`src/rtl/trim_pkg.sv`:
```
package trim_pkg;
  typedef enum logic [3:0] {
    S_IDLE, S_WR1, S_RD1, S_WR0, S_RD0, S_EVAL, S_PICK, S_FUSE, S_NEXT, S_DONE
  } trim_state_e;
endpackage

```
`src/rtl/trim_err_acc.sv`:
```
// Sums the bit differences between read data and the expected word; saturates.
module trim_err_acc #(
  parameter int DATA_W = 8,
  parameter int CNT_W  = 12
) (
  input  logic              clk,
  input  logic              rst,
  input  logic              clr,
  input  logic              add,
  input  logic [DATA_W-1:0] rdata,
  input  logic [DATA_W-1:0] expect_d,
  output logic [CNT_W-1:0]  count
);
  logic [DATA_W-1:0] diff;
  logic [CNT_W-1:0]  ones;
  logic [CNT_W:0]    sum;

  always_comb begin
    diff = rdata ^ expect_d;
    ones = '0;
    for (int i = 0; i < DATA_W; i++) ones = ones + CNT_W'(diff[i]);
    sum = {1'b0, count} + {1'b0, ones};
  end

  always_ff @(posedge clk) begin
    if (rst || clr)  count <= '0;
    else if (add)    count <= sum[CNT_W] ? '1 : sum[CNT_W-1:0];
  end
endmodule

```
`src/rtl/trim_window.sv`:
```
// Keeps the lowest and highest passing codes and forms their midpoint.
module trim_window #(
  parameter int CODE_W = 6
) (
  input  logic              clk,
  input  logic              rst,
  input  logic              clr,
  input  logic              upd,
  input  logic              pass,
  input  logic [CODE_W-1:0] code,
  output logic              found,
  output logic [CODE_W-1:0] mid
);
  logic [CODE_W-1:0] lo_q, hi_q;
  logic [CODE_W:0]   span_sum;

  always_comb begin
    span_sum = {1'b0, lo_q} + {1'b0, hi_q};
    mid      = span_sum[CODE_W:1];
  end

  always_ff @(posedge clk) begin
    if (rst || clr) begin
      found <= 1'b0;
      lo_q  <= '0;
      hi_q  <= '0;
    end else if (upd && pass) begin
      if (!found) lo_q <= code;
      hi_q  <= code;
      found <= 1'b1;
    end
  end
endmodule

```
`src/rtl/trim_slot_alloc.sv`:
```
// Hands out one-time fuse slots in order; only reset returns them.
module trim_slot_alloc #(
  parameter int SLOTS  = 6,
  parameter int SLOT_W = 3
) (
  input  logic              clk,
  input  logic              rst,
  input  logic              take,
  output logic [SLOT_W-1:0] next_slot,
  output logic              none_left
);
  assign none_left = (next_slot == SLOT_W'(SLOTS));

  always_ff @(posedge clk) begin
    if (rst)                     next_slot <= '0;
    else if (take && !none_left) next_slot <= next_slot + SLOT_W'(1);
  end
endmodule

```
`src/rtl/trim_search_ctrl.sv`:
```
module trim_search_ctrl
  import trim_pkg::*;
#(
  parameter int CODE_W  = 6,
  parameter int DATA_W  = 8,
  parameter int ADDR_W  = 8,
  parameter int CNT_W   = 12,
  parameter int REGIONS = 2,
  parameter int SLOTS   = 6,
  parameter int REG_W   = (REGIONS > 1) ? $clog2(REGIONS) : 1,
  parameter int SLOT_W  = $clog2(SLOTS + 1)
) (
  input  logic               clk,
  input  logic               rst,
  input  logic               start,
  input  logic [ADDR_W-1:0]  n_samples,
  input  logic [ADDR_W-1:0]  base_addr,
  input  logic [CNT_W-1:0]   err_limit,
  output logic               ready,
  output logic [CODE_W-1:0]  trim_code,
  output logic [REG_W-1:0]   trim_region,
  output logic               mem_req,
  output logic               mem_we,
  output logic [ADDR_W-1:0]  mem_addr,
  output logic [DATA_W-1:0]  mem_wdata,
  input  logic               mem_ack,
  input  logic [DATA_W-1:0]  mem_rdata,
  output logic               fuse_req,
  output logic [REG_W-1:0]   fuse_region,
  output logic [SLOT_W-1:0]  fuse_slot,
  output logic [CODE_W-1:0]  fuse_code,
  input  logic               fuse_ack,
  output logic [REGIONS-1:0] region_fail,
  output logic               slot_overflow
);
  localparam logic [REG_W-1:0] LAST_REG = REG_W'(REGIONS - 1);

  trim_state_e       state;
  logic [ADDR_W-1:0] smp;
  logic [ADDR_W:0]   smp_next;
  logic              last_smp, acc_clr, acc_add, win_clr, win_upd, pass, take;
  logic              found, none_left;
  logic [CNT_W-1:0]  err_cnt;
  logic [CODE_W-1:0] mid;
  logic [SLOT_W-1:0] next_slot;
  logic [DATA_W-1:0] expect_d;

  // Decoded strobes of the sequencer
  always_comb begin
    smp_next  = {1'b0, smp} + 1'b1;
    last_smp  = smp_next >= {1'b0, n_samples};
    mem_req   = (state == S_WR1) || (state == S_RD1) ||
                (state == S_WR0) || (state == S_RD0);
    mem_we    = (state == S_WR1) || (state == S_WR0);
    mem_wdata = (state == S_WR1) ? '1 : '0;
    mem_addr  = base_addr + smp;
    expect_d  = (state == S_RD1) ? '1 : '0;
    acc_add   = mem_ack && ((state == S_RD1) || (state == S_RD0));
    acc_clr   = (state == S_EVAL) || (state == S_IDLE) ||
                (state == S_DONE) || (state == S_NEXT);
    win_clr   = (state == S_IDLE) || (state == S_DONE) || (state == S_NEXT);
    win_upd   = (state == S_EVAL);
    pass      = err_cnt <= err_limit;
    take      = (state == S_FUSE) && fuse_ack;
    fuse_region = trim_region;
  end

  trim_err_acc #(.DATA_W(DATA_W), .CNT_W(CNT_W)) u_acc (
    .clk(clk), .rst(rst), .clr(acc_clr), .add(acc_add),
    .rdata(mem_rdata), .expect_d(expect_d), .count(err_cnt)
  );

  trim_window #(.CODE_W(CODE_W)) u_win (
    .clk(clk), .rst(rst), .clr(win_clr), .upd(win_upd), .pass(pass),
    .code(trim_code), .found(found), .mid(mid)
  );

  trim_slot_alloc #(.SLOTS(SLOTS), .SLOT_W(SLOT_W)) u_slot (
    .clk(clk), .rst(rst), .take(take),
    .next_slot(next_slot), .none_left(none_left)
  );

  always_ff @(posedge clk) begin
    if (rst) begin
      state         <= S_IDLE;
      smp           <= '0;
      trim_code     <= '0;
      trim_region   <= '0;
      ready         <= 1'b0;
      fuse_req      <= 1'b0;
      fuse_slot     <= '0;
      fuse_code     <= '0;
      region_fail   <= '0;
      slot_overflow <= 1'b0;
    end else begin
      case (state)
        S_IDLE, S_DONE: if (start) begin
          ready         <= 1'b0;
          smp           <= '0;
          trim_code     <= '0;
          trim_region   <= '0;
          region_fail   <= '0;
          slot_overflow <= 1'b0;
          state         <= S_WR1;
        end
        S_WR1: if (mem_ack) state <= S_RD1;
        S_RD1: if (mem_ack) state <= S_WR0;
        S_WR0: if (mem_ack) state <= S_RD0;
        S_RD0: if (mem_ack) begin
          if (last_smp) state <= S_EVAL;
          else begin
            smp   <= smp + 1'b1;
            state <= S_WR1;
          end
        end
        S_EVAL: begin
          smp <= '0;
          if (trim_code == '1) state <= S_PICK;
          else begin
            trim_code <= trim_code + 1'b1;
            state     <= S_WR1;
          end
        end
        S_PICK: begin
          if (!found) begin
            region_fail[trim_region] <= 1'b1;
            state <= S_NEXT;
          end else if (none_left) begin
            slot_overflow <= 1'b1;
            state <= S_NEXT;
          end else begin
            fuse_req  <= 1'b1;
            fuse_code <= mid;
            fuse_slot <= next_slot;
            state     <= S_FUSE;
          end
        end
        S_FUSE: if (fuse_ack) begin
          fuse_req <= 1'b0;
          state    <= S_NEXT;
        end
        S_NEXT: begin
          if (trim_region == LAST_REG) begin
            ready <= 1'b1;
            state <= S_DONE;
          end else begin
            trim_region <= trim_region + REG_W'(1);
            trim_code   <= '0;
            state       <= S_WR1;
          end
        end
        default: state <= S_IDLE;
      endcase
    end
  end
endmodule

```
`config.mk`:
```
export PLATFORM = sky130hd
export DESIGN_NAME = trim_search_ctrl
export DESIGN_NICKNAME = d
export VERILOG_FILES = /design/src/rtl/trim_pkg.sv /design/src/rtl/trim_err_acc.sv /design/src/rtl/trim_window.sv /design/src/rtl/trim_slot_alloc.sv /design/src/rtl/trim_search_ctrl.sv
export SDC_FILE = /design/constraint.sdc
export NUM_CORES = 1
export LEC_CHECK = 0
export BUFFER_PORTS_ARGS = -buffer_cell sky130_fd_sc_hd__buf_4
export CORE_UTILIZATION = 53
export DETAILED_ROUTE_END_ITERATION = 7
export PLACE_DENSITY_LB_ADDON = 0.15
export RECOVER_POWER = 25
export SYNTH_ARGS = -nofsm -noshare
export SYNTH_HDL_FRONTEND = slang
export SYNTH_HIERARCHICAL = 1
export SYNTH_SLANG_ARGS = --single-unit
```
`constraint.sdc`:
```
create_clock -name clk -period 5.61 [get_ports clk]
set_input_delay 0.561 -clock clk [delete_from_list [all_inputs] [get_ports clk]]
set_output_delay 0.561 -clock clk [all_outputs]
set_load 0.01 [all_outputs]
```
==> impl_summary.log <==
INFO  metric synthesized_netlist_cell_count = 552
INFO  metric nature_of_the_critical_path_endpoint = flip-flop
INFO  metric clk_latency = 340 ps
INFO  metric holdCritPathClass = reg2reg
INFO  metric finalHoldViolCount = 0
INFO  metric core = 8220 µm²
INFO  metric power.density_cell_area = between 200 and 300 nW/µm²
INFO  metric finalClockSkew = about 6.5 ps
INFO  metric rsz_0062_raised_after_global_routing = false
INFO  metric drt-initial-drc-count = 148
INFO  metric cp-endpoint = u_acc/count[9]
INFO  metric clk_root_buffer_cell = clkbuf_8
INFO  metric clock_tree_from_tritoncts = built
INFO  metric fill_cells = between 700 and 800
INFO  metric clock_sink_count = slightly above 60
INFO  metric placed_cell_count = ~710
INFO  metric critPathArrivalTime = slightly above 5000 ps
INFO  metric post_synth_and_or_nand_nor_area_fraction = approximately 22%
INFO  metric fraction_of_final_layout_cells_sized_beyond_drive_strength_1 = 16.6%
INFO  metric cts_setup_buffers = 0
INFO  metric outcome = complete, no violations
INFO  metric reg2reg_setup_slack = about 800 ps
INFO  metric crit_path_start = state[0]
INFO  metric dominant_combinational_cell_family_by_area_after_synthesis = simple AND/OR/NAND/NOR gates
INFO  metric clk_pin_slew_worst_paths = about 70 ps
INFO  metric synth.area.mux_share = 4.82%
INFO  metric report.final.setup_viol = 0
INFO  metric place.detailed.hpwl = slightly below 8 mm
INFO  metric synthAdderAreaFrac = approximately 15%
INFO  metric slew_violations = 0
INFO  metric wl = 10.5 mm
INFO  metric tritoncts.num_buffers = 9
INFO  metric final_wtd_congestion = 0.850
INFO  metric grt_antenna_before_repair = 0
INFO  metric top_layer = met4
INFO  metric met3_length = a little over 400 µm
INFO  metric synthesis.yosys.warnings = 6
INFO  metric instances_no_fill = 730
INFO  metric port_bufs = 80
INFO  metric grt_max_degree = 38
INFO  metric syn_area = 4520 µm²
INFO  metric fp.dieH = ~94 µm
INFO  metric min_delay_path_depth = 2
INFO  metric synth.yosys.seq_area_share = 27.0%
INFO  metric syn_avg_cell_area = ~8 µm²
INFO  metric clock_tree.buffer_depth = 2
INFO  metric rows = 33
INFO  metric synth-edff-count = 0
INFO  metric layout_worst_path_cycle_share = 85.7%
INFO  metric finalSetupTns = 0 ps
INFO  metric die_area = 8900 µm²
INFO  metric start_util = 55.0%
INFO  metric maxCapViolCount = 0
INFO  metric routed_wire_length_per_instance = between 10 and 15 µm
INFO  metric hold_buf_count_cts = 0
INFO  metric static-leakage-power = about 2.4 nW
INFO  metric area_growth_syn_to_layout = 16.8%
INFO  metric dr.pass1.iters = 5
INFO  metric num_antenna_cells = 0
INFO  metric final_core_util = around 64%
INFO  metric route.met2.wl = 5.20 mm
INFO  metric drc = 0
INFO  metric synthesis.nets = approximately 640
INFO  metric worst-path-max-fanout = 20
INFO  metric path_class = reg2reg
INFO  metric r2r.worst_path.cells = 14
INFO  metric crit_required = 5840 ps
INFO  metric fmax = around 0.21 GHz
INFO  metric slew-limit-headroom = 44.7%
INFO  metric timing.rr.start = state[0]
INFO  metric avgViaCountPerCell = around 5.8
INFO  metric final.setup.worst_slack = between 800 and 900 ps
INFO  metric postSynth.asyncResetShare = 0%
INFO  metric post-route-min-period = 4810 ps
INFO  metric grt_use_total = 24.8%
INFO  metric h-tree-depth = 3
INFO  metric final_layout_net_count = between 700 and 800
INFO  metric pre_cts_ws = 801 ps
INFO  metric critical_path.reg2reg.endpoint = u_acc/count[9]
INFO  metric cp-start-kind = flip-flop
INFO  metric drt.antenna.violating_nets = 0
INFO  metric postcts_resize_cnt = 0
INFO  metric postPlaceCellArea = 5130 µm²
INFO  metric wl_met1 = approximately 4.8 mm
INFO  metric layout.area.seq = 1220 µm²
INFO  metric boundary_pins = between 80 and 90
INFO  metric flip_flop_and_latch_count_after_synthesis = 61
INFO  metric via_count = between 4000 and 5000
INFO  metric max-vdd-ir-drop = between 0.15 and 0.2 mV
INFO  metric number_of_global_route_vias_before_repair = just under 4000
INFO  metric yosys.area_share.xor_xnor = 4.65%
INFO  metric grt_first_pass_wirelength = between 15 and 20 mm
INFO  metric dieWidth = approximately 94 µm
INFO  metric finish.instance_area = ~5300 µm²
INFO  metric ys.flop_type = dfxtp_1
INFO  metric worstMarginPinSlew = just over 800 ps
INFO  metric synth.lib_cells_used.distinct = between 70 and 80
INFO  metric grt.overflow.total = 0
INFO  metric synth_compound_area_share = around 20%
INFO  metric area_of_the_multi_input_gates = roughly 3000 µm²
## synthesized netlist by cell type (3+ instances only)
master    count  area (µm²)
and2_1        4        25.0
fa_1          7         140
a311oi_1      3        26.3
clkbuf_1      9        33.8
xor2_1       10        87.6
nor2_1       52         195
o21bai_1      4        30.0
nand3_1      17        85.1
mux2i_1      18         180
nor3_1        9        45.0
xnor2_1      14         123
dfxtp_1      61        1220
nand2_1      45         169
buf_4         8        60.1
or2_2         6        37.5
nand3b_1      4        30.0
and3_1        7        43.8
buf_2         5        25.0
or3_1         4        25.0
nor3_2        3        30.0
o21a_1        4        30.0
nand4_1       9        56.3
a211oi_1      6        45.0
inv_1        40         150
ha_1         42         526
a21o_1        7        52.6
a21oi_1      48         240
a31oi_1       7        43.8
nor2b_1      10        62.6
nand2b_1      5        31.3
o21ai_0      24         120
## sequential cells by signal, indices dropped and copies added, names as in the netlist
register	count
u_slot/next_slot	3
slot_overflow	1
region_fail	2
ready	1
state	4
fuse_region	1
fuse_req	1
trim_code	6
smp	8
fuse_slot	3
fuse_code	6
u_acc/count	12
u_win/found	1
u_win/hi_q	6
u_win/lo_q	6
## power breakdown
group | switching, mW | internal (mW) | total (mW)
clock network | 0.182 | 0.275 | 0.458
logic | 0.266 | 0.210 | 0.476
registers | 0.0242 | 0.441 | 0.465
total | 0.473 | 0.926 | 1.40
## placed cells by master (no fill, tap or decap), types with 5 or more instances in the layout
master,synthesis,final
dfxtp_1,61,61
buf_4,8,60
nor2_1,52,52
a21oi_1,48,48
nand2_1,45,45
ha_1,42,42
inv_1,40,40
o21ai_0,24,24
clkbuf_1,9,22
mux2i_1,18,18
nand3_1,17,17
xnor2_1,14,14
clkbuf_8,0,11
xor2_1,10,10
nor2b_1,10,10
nor3_1,9,9
nand4_1,9,9
a21o_1,7,7
and3_1,7,7
a31oi_1,7,7
fa_1,7,7
or2_2,6,6
a211oi_1,6,6
nand2b_1,5,5
## worst min path at each step
stage / to / start / slack (ps)
floorplan: u_win/hi_q[5] / u_win/hi_q[5] / 440
global placement: fuse_req / fuse_req / 450
detailed placement: ready / ready / 450
CTS: u_win/hi_q[4] / u_win/hi_q[4] / 470
global route: u_win/hi_q[4] / u_win/hi_q[4] / 500
finish: u_win/hi_q[4] / u_win/hi_q[4] / 470
## cell families after synthesis
logic type | after synthesis
AO/OA/AOI/OAI | 136
multiplexers | 21
flip-flops | 61
adder cells (fa/ha/maj) | 49
AND/OR/NAND/NOR | 195
buffers and inverters | 66
XOR/XNOR | 24
## critical path: stages (launching register included)
cell and delay [ps]:
dfxtp_1 510, or2_2 430, nor2_1 260, xor2_1 230
fa_1 470, fa_1 560, inv_1 60, fa_1 570
fa_1 210, inv_1 70, fa_1 440, a211oi_4 390
nor2_2 120, and2_1 160, o31a_1 230
## routing by layer
metal / vias up / track usage, %
li1: 2105 / -
met4: 0 / 8.08
met3: 11 / 3.54
met2: 96 / 42.0
met1: 1994 / 32.2
met5: - / 0
## through the flow
step / power (mW) / hold WS [ps]
final: 1.40 / 467
after CTS: 1.41 / 467
after global placement: 0.936 / 447
after detailed placement: 0.951 / 452
after global routing: 1.49 / 496
after floorplan: 0.825 / 437
## area by class of cell
cell class,count,area share (%)
clock inverter,5,1.56
timing repair buffer,82,10.1
inverter,41,2.91
clock buffer,11,2.87
multi-input combinational,425,56.9
tap,105,2.49
sequential,61,23.1
No activity file was read; power rests on OpenSTA's default activity.
